File: src/rtl/uart_rf_pkg.sv
package uart_rf_pkg;

  localparam int unsigned NUM_REGS = 8;
  localparam int unsigned IDX_W    = $clog2(NUM_REGS);

  typedef enum logic [IDX_W-1:0] {
    IDX_DATA  = 3'd0,
    IDX_IEN   = 3'd1,
    IDX_IID   = 3'd2,
    IDX_LCTL  = 3'd3,
    IDX_MCTL  = 3'd4,
    IDX_LSTAT = 3'd5,
    IDX_MSTAT = 3'd6,
    IDX_DIV   = 3'd7
  } reg_idx_e;

  typedef enum logic [2:0] {
    IID_LINE  = 3'h6,
    IID_RXD   = 3'h4,
    IID_THR   = 3'h2,
    IID_MODEM = 3'h0,
    IID_NONE  = 3'h1
  } iid_e;

  typedef struct packed {
    logic     rd_ok;
    logic     wr_ok;
    reg_idx_e idx;
    logic     bad;
  } access_t;

endpackage

File: src/rtl/uart_rf_decode.sv
module uart_rf_decode
  import uart_rf_pkg::*;
#(
  parameter int unsigned ADDR_W = 8
) (
  input  logic              rd,
  input  logic              wr,
  input  logic [ADDR_W-1:0] addr,
  output access_t           acc
);
  localparam int unsigned WIN_LSB = 2 + IDX_W;

  logic     in_win;
  reg_idx_e idx;
  logic     rd_legal;
  logic     wr_legal;

  always_comb begin
    in_win = ((addr >> WIN_LSB) == '0);
    idx    = reg_idx_e'(addr[WIN_LSB-1:2]);
    unique case (idx)
      IDX_DATA:                       begin rd_legal = 1'b1; wr_legal = 1'b1; end
      IDX_IID, IDX_LSTAT, IDX_MSTAT:  begin rd_legal = 1'b1; wr_legal = 1'b0; end
      default:                        begin rd_legal = 1'b0; wr_legal = 1'b1; end
    endcase
    acc.idx   = idx;
    acc.rd_ok = rd & in_win & rd_legal;
    acc.wr_ok = wr & in_win & wr_legal;
    acc.bad   = (rd & ~(in_win & rd_legal)) | (wr & ~(in_win & wr_legal));
  end
endmodule

File: src/rtl/uart_rf_line.sv
module uart_rf_line #(
  parameter int unsigned BYTE_W = 8
) (
  input  logic              clk,
  input  logic              rst,
  input  logic              rx_valid,
  input  logic [BYTE_W-1:0] rx_data,
  input  logic [2:0]        rx_err,
  input  logic              consume,
  input  logic [7:0]        modem_in,
  output logic [BYTE_W-1:0] rx_byte_q,
  output logic [7:0]        lstat_q,
  output logic [7:0]        lstat_d,
  output logic [7:0]        mstat_q,
  output logic [7:0]        mstat_d
);
  logic       dr_q, dr_d;
  logic       oe_q, oe_d;
  logic [2:0] flg_q, flg_d;

  always_comb begin
    dr_d  = rx_valid | (dr_q & ~consume);
    oe_d  = oe_q | (rx_valid & dr_q & ~consume);
    flg_d = rx_valid ? rx_err : flg_q;
    lstat_d = {1'b0, 1'b1, 1'b1, flg_d[2], flg_d[1], flg_d[0], oe_d, dr_d};
    lstat_q = {1'b0, 1'b1, 1'b1, flg_q[2], flg_q[1], flg_q[0], oe_q, dr_q};
    mstat_d = modem_in;
  end

  always_ff @(posedge clk) begin
    if (rst) begin
      dr_q      <= 1'b0;
      oe_q      <= 1'b0;
      flg_q     <= '0;
      rx_byte_q <= '0;
      mstat_q   <= '0;
    end else begin
      dr_q    <= dr_d;
      oe_q    <= oe_d;
      flg_q   <= flg_d;
      mstat_q <= mstat_d;
      if (rx_valid) rx_byte_q <= rx_data;
    end
  end

  p_dr_set_r6: assert property (@(posedge clk) disable iff (rst)
    rx_valid |=> lstat_q[0]);
  p_oe_sticky_r6: assert property (@(posedge clk) disable iff (rst)
    lstat_q[1] |=> lstat_q[1]);
  p_consume_r5: assert property (@(posedge clk) disable iff (rst)
    (consume && !rx_valid) |=> !lstat_q[0]);
endmodule

File: src/rtl/uart_rf_irq.sv
module uart_rf_irq
  import uart_rf_pkg::*;
(
  input  logic       clk,
  input  logic       rst,
  input  logic [7:0] lstat_d,
  input  logic [7:0] mstat_d,
  input  logic [3:0] ien_d,
  output logic       irq_q,
  output iid_e       iid_q
);
  iid_e iid_d;

  always_comb begin
    if ((|lstat_d[4:1]) && ien_d[2])      iid_d = IID_LINE;
    else if (lstat_d[0] && ien_d[0])      iid_d = IID_RXD;
    else if (lstat_d[5] && ien_d[1])      iid_d = IID_THR;
    else if ((|mstat_d[3:0]) && ien_d[3]) iid_d = IID_MODEM;
    else                                  iid_d = IID_NONE;
  end

  always_ff @(posedge clk) begin
    if (rst) begin
      irq_q <= 1'b0;
      iid_q <= IID_NONE;
    end else begin
      irq_q <= (iid_d != IID_NONE);
      iid_q <= iid_d;
    end
  end

  p_irq_code_r3: assert property (@(posedge clk) disable iff (rst)
    irq_q |-> !iid_q[0]);
  p_idle_code_r4: assert property (@(posedge clk) disable iff (rst)
    !irq_q |-> (iid_q == IID_NONE));
endmodule

File: src/rtl/uart_regfile.sv
module uart_regfile
  import uart_rf_pkg::*;
#(
  parameter int unsigned ADDR_W = 8,
  parameter int unsigned REG_W  = 32,
  parameter int unsigned BYTE_W = 8
) (
  input  logic              clk,
  input  logic              rst,
  input  logic              bus_rd,
  input  logic              bus_wr,
  input  logic [ADDR_W-1:0] bus_addr,
  input  logic [REG_W-1:0]  bus_wdata,
  output logic [REG_W-1:0]  bus_rdata,
  output logic              bus_err,
  input  logic              rx_valid,
  input  logic [BYTE_W-1:0] rx_data,
  input  logic [2:0]        rx_err,
  output logic              rx_ready,
  output logic              tx_valid,
  output logic [BYTE_W-1:0] tx_data,
  input  logic [7:0]        modem_status,
  output logic [REG_W-1:0]  lctl_o,
  output logic [REG_W-1:0]  mctl_o,
  output logic [REG_W-1:0]  div_o,
  output logic              irq
);
  localparam int unsigned NUM_CTL = 4;
  localparam reg_idx_e CTL_IDX [NUM_CTL] = '{IDX_IEN, IDX_LCTL, IDX_MCTL, IDX_DIV};

  access_t           acc;
  logic [BYTE_W-1:0] rx_byte_q;
  logic [7:0]        lstat_q, lstat_d, mstat_q, mstat_d;
  logic [REG_W-1:0]  ctl_q [NUM_CTL];
  logic [REG_W-1:0]  ctl_d [NUM_CTL];
  iid_e              iid_q;
  logic              irq_q;
  logic              consume;
  logic [REG_W-1:0]  rd_val;
  logic [REG_W-1:0]  rdata_q;
  logic              err_q;
  logic              txv_q;
  logic [BYTE_W-1:0] txd_q;

  uart_rf_decode #(.ADDR_W(ADDR_W)) u_dec (
    .rd(bus_rd), .wr(bus_wr), .addr(bus_addr), .acc(acc)
  );

  assign consume = acc.rd_ok && (acc.idx == IDX_DATA);

  uart_rf_line #(.BYTE_W(BYTE_W)) u_line (
    .clk(clk), .rst(rst), .rx_valid(rx_valid), .rx_data(rx_data),
    .rx_err(rx_err), .consume(consume), .modem_in(modem_status),
    .rx_byte_q(rx_byte_q), .lstat_q(lstat_q), .lstat_d(lstat_d),
    .mstat_q(mstat_q), .mstat_d(mstat_d)
  );

  for (genvar g = 0; g < NUM_CTL; g++) begin : g_ctl
    assign ctl_d[g] = (acc.wr_ok && (acc.idx == CTL_IDX[g])) ? bus_wdata : ctl_q[g];
    always_ff @(posedge clk) begin
      if (rst) ctl_q[g] <= '0;
      else     ctl_q[g] <= ctl_d[g];
    end
  end

  uart_rf_irq u_irq (
    .clk(clk), .rst(rst), .lstat_d(lstat_d), .mstat_d(mstat_d),
    .ien_d(ctl_d[0][3:0]), .irq_q(irq_q), .iid_q(iid_q)
  );

  always_comb begin
    rd_val = '0;
    if (acc.rd_ok && !acc.bad) begin
      unique case (acc.idx)
        IDX_DATA:  rd_val = REG_W'(rx_byte_q);
        IDX_IID:   rd_val = REG_W'(iid_q);
        IDX_LSTAT: rd_val = REG_W'(lstat_q);
        IDX_MSTAT: rd_val = REG_W'(mstat_q);
        default:   rd_val = '0;
      endcase
    end
  end

  always_ff @(posedge clk) begin
    if (rst) begin
      rdata_q <= '0;
      err_q   <= 1'b0;
      txv_q   <= 1'b0;
      txd_q   <= '0;
    end else begin
      rdata_q <= rd_val;
      err_q   <= acc.bad;
      txv_q   <= acc.wr_ok && (acc.idx == IDX_DATA);
      if (acc.wr_ok && (acc.idx == IDX_DATA)) txd_q <= bus_wdata[BYTE_W-1:0];
    end
  end

  assign bus_rdata = rdata_q;
  assign bus_err   = err_q;
  assign tx_valid  = txv_q;
  assign tx_data   = txd_q;
  assign rx_ready  = ~lstat_q[0];
  assign lctl_o    = ctl_q[1];
  assign mctl_o    = ctl_q[2];
  assign div_o     = ctl_q[3];
  assign irq       = irq_q;

  p_tx_pulse_r7: assert property (@(posedge clk) disable iff (rst)
    (bus_wr && !bus_rd && !acc.bad && (acc.idx == IDX_DATA)) |=> tx_valid);
  p_err_rdata_r10: assert property (@(posedge clk) disable iff (rst)
    bus_err |-> (bus_rdata == '0));
  p_ready_r11: assert property (@(posedge clk) disable iff (rst)
    rx_valid |=> !rx_ready);
endmodule

File: config.mk
export PLATFORM = sky130hd
export DESIGN_NAME = uart_regfile
export DESIGN_NICKNAME = d
export VERILOG_FILES = /design/src/rtl/uart_rf_pkg.sv /design/src/rtl/uart_rf_decode.sv /design/src/rtl/uart_rf_line.sv /design/src/rtl/uart_rf_irq.sv /design/src/rtl/uart_regfile.sv
export SDC_FILE = /design/constraint.sdc
export NUM_CORES = 1
export LEC_CHECK = 0
export BUFFER_PORTS_ARGS = -buffer_cell sky130_fd_sc_hd__buf_2
export CAP_MARGIN = 25
export CORE_MARGIN = 2
export CORE_UTILIZATION = 54
export DETAILED_ROUTE_END_ITERATION = 8
export PLACE_DENSITY = 0.91
export REMOVE_ABC_BUFFERS = 1
export SYNTH_ARGS = -nofsm -noshare
export SYNTH_HDL_FRONTEND = slang
export SYNTH_HIERARCHICAL = 1
export SYNTH_SLANG_ARGS = --single-unit
File: constraint.sdc
create_clock -name clk -period 7.5 [get_ports clk]
set_clock_uncertainty 0.15 [all_clocks]
set_input_delay 1.5 -clock clk [delete_from_list [all_inputs] [get_ports clk]]
set_output_delay 1.5 -clock clk [all_outputs]
set_load 0.02 [all_outputs]
Word level (Yosys, flattened, before mapping):

Memory sizes are Yosys's and may differ from the RTL's.
Cells that the tools add are included.

* equal/unequal tests: 8
* multiplexer cells: 19
* bitwise gates (word level): 23
* reduce and logical (&&, ||, !) cells: 18

Operators with widths (number)
* $mux 32: 8
* $pmux 8 s4: 1
* $eq 3x3->1 const B: 4
* $mux 3: 4
* $reduce_or 4->1: 3
* $and 1x1->1: 11
* $logic_and 1x1->1: 10
* $logic_not 8->1: 1
* $or 1x1->1: 7
* $eq 3x2->1 const B: 2
* $mux 1: 6
* $not 1->1: 5
* $eq 3x1->1 const B: 1
* $logic_not 3->1: 1
* $ne 3x1->1 const B: 1
* $reduce_or 3->1: 1
* $reduce_or 2->1: 1
* $logic_not 1->1: 1

* register bits after elaboration: 67
* RAM bits: 128
* input bits: 64
* output and inout bits: 140
* word-level logic and storage cells: 80
* memories kept: 1

Memory list
* ctl_q: words 4, width 32, read ports 4, clocked after Yosys merged registers in 0, wr ports 4, RTL line uart_regfile.sv:34 `logic [REG_W-1:0] ctl_q [NUM_CTL];`

Longest topological paths before layout:

Gate-level depths: netlist of the first run.

* depth after elaboration: 12
* depth in mapped cells: 10
* mapped depth without buffers: 9

Cells and area by module:

Netlist of the first run, hierarchy kept.

By module, submodules not included
* uart_regfile: instances 1, cells each 593, area an instance 4734.5 µm², sequential area each 2362.3 µm²
* uart_rf_line: instances 1, cells each 81, area an instance 848.3 µm², sequential area each 420.4 µm²
* uart_rf_irq: instances 1, cells each 13, area an instance 151.4 µm², sequential area each 80.1 µm²
* uart_rf_decode: instances 1, cells each 16, area an instance 111.4 µm², sequential area each 0.0 µm²

Worst setup path before layout of the first run:

Ideal clock, no wire load.

* path type: input to register
* start: in bus_addr[6]
* end: reg u_irq.irq_q
* setup time: 133 ps
* arrival time: 3841 ps
* data required time: 7217 ps
* setup slack: 3377 ps
* stages on the path: 8
* path buffers: 0
* path through: or3_4 > a2111oi_1 > nand2_1 > nor3_2 > mux2_2 > o41ai_2 > a21boi_2 > a31oi_1

RTL lines
* from (decl): RTL line uart_regfile.sv:12 `input logic [ADDR_W-1:0] bus_addr,`
* to (signal assigned): RTL line uart_rf_irq.sv:27 `irq_q <= (iid_d != IID_NONE);`
* to (decl): RTL line uart_rf_irq.sv:9 `output logic irq_q,`

==> results_dict.tcl, run 1 <==
set metrics [dict create \
    grt_overflow 0 \
    dr.pass1.iters 7 \
    worstPathArrival_ps 4110 \
    max-slew-margin-rel_pct 43.4 \
    grt_usage_pct 24.4 \
    slew_violations 0 \
    yosysWarnings 6 \
    hold_violations 0 \
    numCtsBuffers 17 \
    io_buffers 177 \
    setup_tns_ps 0 \
    cts.clk_slew.worst_paths_ps 60 \
    timing.final.crit_share_pct 52.3 \
    grt_pass1_vias 4576 \
    core_area_um2 10400 \
    avgSynthCellArea_um2 8.32 \
    grt_max_degree 77 \
    synthCells 697 \
    mostFrequentLayoutCells "nand2_1 (221), buf_2 (176), dfxtp_1 (143)" \
    die_area_um2 11600 \
    fin_nets 875 \
    worst_pin_slew_ps 848 \
    fp.dieH_um 108 \
    vdd_drop_max_uv 214 \
    syn_area_um2 5800 \
    grt_pass1_wl_mm 22.2 \
    p_seq_share_pct 46.8 \
    drcViolationCount 0 \
    drt_iter0_drc 284 \
    netSwitchingPower_uw 401 \
    vias 4897 \
    hold_buffers 0 \
    p_sw_share_pct 24.3 \
    power.leakage_uw 0.00294 \
    start_util_pct 55.9 \
    hpwl_mm 9.47 \
    post-cts-setup-buffers 0 \
    power.internal_uw 1250 \
    reg2reg_slack_ps 5860 \
    path_max_fanout 20 \
    status "finished, final reports clean" \
    cts_resized 0 \
    vias_per_cell 5.10 \
    drive_gt1_share_pct 28.5 \
    cts.sinks 143 \
    rsz0062_at_grt "no" \
    diodes 0 \
    worst_skew_pair.late_latency_ps 490 \
    critPathRequiredTime_ps 7690 \
    finalPower_uw 1650 \
    cp-end-kind "register" \
    cts_root_buf "clkbuf_8" \
    criticalPathCategory "input pin to register" \
    drv_cap 0 \
    die_x_um 108 \
    gp_congestion 0.794 \
    fin_crit_ps 3920 \
    floorplan.rows 37 \
    fmax_mhz 255 \
    startpoint_type "input pin" \
    setup_violations 0 \
    htreeDepth 4 \
    syn_to_final_growth_pct 17.1 \
    antenna_found_initial 0 \
    hp-class "register to register" \
    p_clk_share_pct 48.0 \
    final_common_cell "nand2_1" \
    p_comb_share_pct 5.2 \
    routed_wl_mm 14.1 \
    p_per_area_nw_per_um2 243 \
    avgRoutedWirePerCell_um 14.6 \
    clockBufferDepth 2 \
    ios 204 \
    tritoncts "built" \
    antenna_left 0 \
]
## layer usage
layer	share of wire, %	global-route usage, %	up-vias
met5	0	0	-
met4	1.8	8.24	0
li1	-	-	2398
met2	50	42.6	220
met1	41	29.2	2257
met3	7.1	6.05	22
## registers in the layout, summed over array words and instances (netlist names)
| name | flops |
|---|---|
| bus_err | 1 |
| bus_rdata | 8 |
| ctl_q | 100 |
| tx_data | 8 |
| tx_valid | 1 |
| u_irq/iid_q | 3 |
| u_irq/irq_q | 1 |
| u_line/dr_q | 1 |
| u_line/flg_q | 3 |
| u_line/mstat_q | 8 |
| u_line/oe_q | 1 |
| u_line/rx_byte_q | 8 |
## critical path: stages
cell and delay, ps:
buf_2 240, and2b_1 260, a2111oi_1 700, clkbuf_2 280, nand3_1 110, or2_1 480, buf_4 330, nand2_1 130
a21oi_1 80
## cell type report
type / count / area (um2)
clock buffer: 18 / 418
clock inverter: 14 / 143
fill: 877 / 3580
inverter: 5 / 18.8
multi-input combinational: 460 / 2240
sequential: 143 / 2860
tap: 136 / 170
timing repair buffer: 184 / 938
## power groups by stage
stage | clock network, uW | logic, uW | registers, uW
2_1_floorplan | 0 | 34.6 | 791
3_3_place_gp | 0 | 82.7 | 789
3_5_place_dp | 0 | 83.9 | 789
4_1_cts | 803 | 84.5 | 772
5_1_grt | 839 | 92.9 | 773
6_report | 791 | 85.4 | 773
## path summary, 6_finish.rpt
path / startpoint / cells past startpoint / to
hold / removal: ctl_q[1][29] / 2 / ctl_q[1][29]
hold reg to reg: ctl_q[1][29] / 2 / ctl_q[1][29]
setup / recovery: bus_addr[3] / 9 / ctl_q[0][58]
setup reg to reg: u_line/flg_q[0] / 4 / u_irq/irq_q
## per-stage QoR
stage	cells	hold WS [ps]	instance area (um2)	util (%)	worst slack [ps]
detailed placement	927	293	6230	60.0	2840
global placement	927	288	6230	60.0	2900
global route	960	311	6790	65.5	3390
floorplan	608	299	5120	-	3150
finish	960	300	6790	65.5	3580
CTS	959	302	6790	65.4	3360
Note: power is estimated with default switching activity, not from simulation.
==> run 2, diff against run 1 <==
CORE_UTILIZATION = 45   (was 54)
PLACE_DENSITY = 0.82   (was 0.91)
clock period = 3.4 ns   (was 7.5 ns; I/O delays follow)
==> run 2 against run 1 <==
Register-to-register slack got worse by 4100 ps. Utilization is 11 points lower. Cell area grew 2.0%. Setup slack got worse by 2900 ps. Highest routed layer unchanged.
==> results_dict.tcl, run 2 (synthesis results as in run 1) <==
set metrics [dict create \
    slew_violations 0 \
    post-cts-setup-buffers 0 \
    critical_path_buf_inv_count 1 \
    hpwl_mm 9.71 \
    gp_congestion 0.792 \
    cts.clk_slew.worst_paths_ps 60 \
    fin_crit_ps 2680 \
    path_cells "buf_2 -> or3_4 -> o21bai_1 -> a211oi_1 -> and2_1 -> nand2b_1 -> o21bai_1 -> o41ai_2 -> a21boi_2 -> a31oi_1" \
    grt_overflow 0 \
    drt-met1-wl_mm 6.12 \
    ios 204 \
    placed_cell_area_um2 6390 \
    cts.sinks 143 \
    topRoutingLayerUsed "met4" \
    routed_wl_mm 14.3 \
    clockBufferDepth 2 \
    max-slew-margin-rel_pct 60.7 \
    floorplan.rows 41 \
    avgRoutedWirePerCell_um 14.2 \
    dr.pass1.iters 4 \
    die_area_um2 13800 \
    critPathRequiredTime_ps 3530 \
    holdWs_ps 298 \
    antenna_found_initial 0 \
    cts_resized 0 \
    antenna_left 0 \
    timing.final.crit_share_pct 78.8 \
    vias_per_cell 4.82 \
    final_common_cell "nand2_1" \
    grt_usage_pct 20.9 \
    syn_to_final_growth_pct 19.4 \
    drive_gt1_share_pct 28.9 \
    fmax_mhz 373 \
    fillers 1207 \
    grt_max_degree 64 \
    crit_top_cell "o21bai_1" \
    wl_met2_mm 6.96 \
    status "finished, final reports clean" \
    vias 4842 \
    hold_buffers 0 \
    wl_met3_um 854 \
    p_per_area_nw_per_um2 516 \
    critical_path.max_stage_delay_ps 390 \
    die_x_um 118 \
    worst_pin_slew_ps 589 \
    rsz0062_at_grt "no" \
    postLayoutCellArea_um2 6920 \
    diodes 0 \
    reg2reg_slack_ps 1810 \
    mostFrequentLayoutCells "nand2_1 (221), buf_2 (176), dfxtp_1 (143)" \
    startpoint_type "input pin" \
    htreeDepth 4 \
    worstPathArrival_ps 2810 \
    path_max_fanout 4 \
    hold_violations 0 \
    fin_nets 885 \
    final_core_util_pct 54.9 \
    worst_skew_pair.late_latency_ps 420 \
    setup_violations 0 \
    cp-end-kind "register" \
    tritoncts "built" \
    start_util_pct 46.0 \
    numCtsBuffers 17 \
    largest_register_ffs 100 \
    criticalPathCategory "input pin to register" \
    grt_pass1_wl_mm 22.8 \
    vdd_drop_max_uv 414 \
    drv_cap 0 \
    largest_register "ctl_q" \
    io_buffers 177 \
    slowest_stage "or3_4" \
    power.leakage_uw 0.00300 \
    critPathTopFamily "compound AO/OA/AOI/OAI gates" \
    grt_pass1_vias 4586 \
    drcViolationCount 0 \
    core_area_um2 12600 \
    fp.dieH_um 118 \
    cts_root_buf "clkbuf_16" \
    hp-class "register to register" \
    drt_iter0_drc 301 \
]
[run 2: changes by cell type in the layout (fill, tap and decap cells not counted), moves of 3 or more]
cell      before  now
clkinv_4       1    4
buf_4          7   15
clkbuf_1       1    4
inv_6          8    0
clkinv_2       0    4
buf_12         0    3
[run 2: routing by layer]
metal	up-vias	GRT usage [%]
met2	167	34.8
met4	0	9.56
met5	-	0
met1	2240	25.0
li1	2410	-
met3	25	6.01
[run 2: through the flow]
| step | cells | power (uW) | worst slack (ps) | setup TNS, ps |
|---|---|---|---|---|
| 2_1_floorplan | 608 | 1820 | -130 | -4150 |
| 3_3_place_gp | 974 | 1930 | 347 | 0 |
| 3_5_place_dp | 974 | 1940 | 263 | 0 |
| 4_1_cts | 1005 | 3610 | 735 | 0 |
| 5_1_grt | 1005 | 3700 | 543 | 0 |
| 6_report | 1005 | 3570 | 720 | 0 |
[run 2: worst paths after layout]
path / cells after the start / start / to
setup reg to reg: 4 / u_line/flg_q[0] / u_irq/irq_q
hold / removal: 2 / ctl_q[1][47] / ctl_q[1][47]
hold reg to reg: 2 / ctl_q[1][47] / ctl_q[1][47]
setup / recovery: 10 / bus_addr[6] / u_irq/irq_q
[run 2: final cells by class]
| type | count | area [um2] | share of cell area (%) |
|---|---|---|---|
| clock buffer | 21 | 440 | 6.36 |
| timing repair buffer | 194 | 1050 | 15.2 |
| clock inverter | 10 | 92.6 | 1.34 |
| sequential | 143 | 2860 | 41.3 |
| tap | 172 | 215 | 3.11 |
| inverter | 5 | 18.8 | 0.271 |
| multi-input combinational | 460 | 2240 | 32.4 |
[run 2: power breakdown]
| group | switching, uW | internal [uW] | leakage, uW |
|---|---|---|---|
| sequential | 9.73 | 1700 | 0.00116 |
| combinational | 128 | 67.4 | 0.00158 |
| clock | 673 | 998 | 0.000261 |
| total | 811 | 2760 | 0.00300 |
[run 2: worst reg2reg max path: cells and delay by family (launching register included)]
kind / cells / cell delay, ps
AO/OA/AOI/OAI: 3 / 720
flip-flops: 1 / 310
multiplexers: 1 / 290
==> run 3, diff against run 2 <==
clock period = 2.28 ns   (was 3.4 ns; I/O delays follow)
==> run 3 against run 2 <==
Sequential cell count unchanged. Via count up 5.2%. Routed wire length up 5.2%. Worst hold slack worse by 200 ps. Register-to-register slack worse by 1200 ps. Critical path depth unchanged. Sequential power up 49%. Cell area up 5.9%. Sequential share of layout area down 2.3 points. Combinational power up 70%. Clock power up 74%. Largest cell class unchanged. Highest routed layer unchanged.
==> results_dict.tcl, run 3 (synthesis results as in run 1) <==
set metrics [dict create \
    status "finished, final reports clean" \
    slew_violations 0 \
    path_cells "buf_6 -> or3_4 -> o21bai_4 -> a211oi_2 -> and2_1 -> nand2b_4 -> o21bai_4 -> o41ai_4 -> a21boi_4 -> a31oi_1" \
    io_buffers 177 \
    mostFrequentLayoutCells "nand2_1 (219), buf_2 (175), dfxtp_1 (143)" \
    die_x_um 118 \
    antenna_found_initial 0 \
    r2r-start "u_line/flg_q[0]" \
    timing.final.crit_share_pct 98.4 \
    pre_cts_ws_ps -536 \
    grt_overflow 0 \
    hpwl_mm 9.95 \
    gp_congestion 0.800 \
    postLayoutCellArea_um2 7330 \
    grt_pass1_vias 4820 \
    fillers 1121 \
    largest_register "ctl_q" \
    power.leakage_uw 0.00320 \
    hp-class "input pin to register" \
    vdd_drop_max_uv 599 \
    start_util_pct 46.0 \
    path_max_fanout 3 \
    htreeDepth 4 \
    critical_path.max_stage_delay_ps 410 \
    p_per_area_nw_per_um2 789 \
    grt_usage_pct 21.7 \
    worst_skew_pair.late_latency_ps 410 \
    setup_tns_ps 0 \
    fp.dieH_um 118 \
    holdWs_ps 97.4 \
    avgRoutedWirePerCell_um 14.7 \
    drive_gt1_share_pct 31.6 \
    drcViolationCount 0 \
    floorplan.rows 41 \
    drv_cap 0 \
    largest_register_ffs 100 \
    hold_depth 2 \
    cts.clk_slew.worst_paths_ps 60 \
    placed_cell_area_um2 6590 \
    grt_max_degree 85 \
    vias 5094 \
    fin_ws_ps 35.8 \
    hold_buffers 0 \
    vias_per_cell 4.98 \
    cts.sinks 143 \
    setup_violations 0 \
    startpoint_type "input pin" \
    drt_iter0_drc 339 \
    antenna_left 0 \
    hold_violations 0 \
    fin_crit_ps 2240 \
    routed_wl_mm 15.0 \
    die_area_um2 13800 \
    ios 204 \
    cts_root_buf "clkbuf_16" \
    fin_nets 903 \
    holdPathEnd "u_line/mstat_q[5]" \
    fmax_mhz 446 \
    rsz0062_at_grt "yes" \
    reg2reg_slack_ps 650 \
    critical_path_buf_inv_count 1 \
    slowest_stage "or3_4" \
    worst-r2r-cell-count 4 \
    tritoncts "built" \
    crit_top_cell "o21bai_4" \
    core_area_um2 12600 \
    critPathTopFamily "compound AO/OA/AOI/OAI gates" \
    cp.depth 10 \
    worstPathArrival_ps 2380 \
    numCtsBuffers 17 \
    dr.pass1.iters 5 \
    worstHoldStart "modem_status[5]" \
    syn_to_final_growth_pct 26.4 \
    grt_pass1_wl_mm 23.9 \
    r2r-end "u_irq/irq_q" \
    clockBufferDepth 2 \
    diodes 0 \
    critPathRequiredTime_ps 2410 \
    criticalPathCategory "input pin to register" \
    cp-end-kind "register" \
    final_common_cell "nand2_1" \
]
[run 3: cell type report]
| cell class | instances | area [um2] | share of cell area, % |
|---|---|---|---|
| clock buffer | 21 | 460 | 6.28 |
| inverter | 5 | 18.8 | 0.256 |
| timing repair buffer | 212 | 1270 | 17.4 |
| sequential | 143 | 2860 | 39.1 |
| clock inverter | 10 | 161 | 2.20 |
| multi-input combinational | 460 | 2340 | 31.9 |
| tap | 172 | 215 | 2.94 |
[run 3: metal layers]
layer	GRT usage [%]	vias to the layer above	share of wire [%]
li1	-	2447	-
met4	8.51	0	1.6
met3	5.81	17	6.1
met1	25.3	2433	41
met5	0	-	0
met2	38.0	197	51
[run 3: worst reg2reg max path, delay by kind of cell (launching register included)]
| kind | cells | cell delay, ps |
|---|---|---|
| compound gates | 3 | 740 |
| flops | 1 | 310 |
| mux | 1 | 310 |
[run 3: how the worst max path moves through the flow]
stage,startpoint,end,slack (ps)
after CTS,bus_addr[7],u_irq/irq_q,40
after global routing,bus_addr[6],u_irq/irq_q,-70
after global placement,bus_addr[6],u_irq/irq_q,-490
after floorplan,bus_addr[6],ctl_q[0][32],-1030
after detailed placement,bus_addr[6],u_irq/irq_q,-540
final,bus_addr[6],u_irq/irq_q,40
[run 3: through the flow]
step | util [%] | total power, uW | std cells
4_1_cts | 57.5 | 5810 | 1022
3_3_place_gp | 52.3 | 2900 | 991
2_1_floorplan | - | 2720 | 608
6_report | 58.1 | 5780 | 1023
5_1_grt | 58.1 | 5980 | 1023
3_5_place_dp | 52.3 | 2900 | 991
[run 3: what timing repair did]
item | in CTS | in global routing
buffers inserted | 0 | 1
endpoints found under the setup margin | 4 | 4
resized for setup | 7 | 11
pin swaps | 6 | 7
[run 3: report_power, final]
part	switching, uW	leakage, uW	total (uW)	internal [uW]
Combinational	210	0.00173	331	120
Clock	1030	0.000307	2910	1880
Sequential	15.1	0.00116	2540	2530
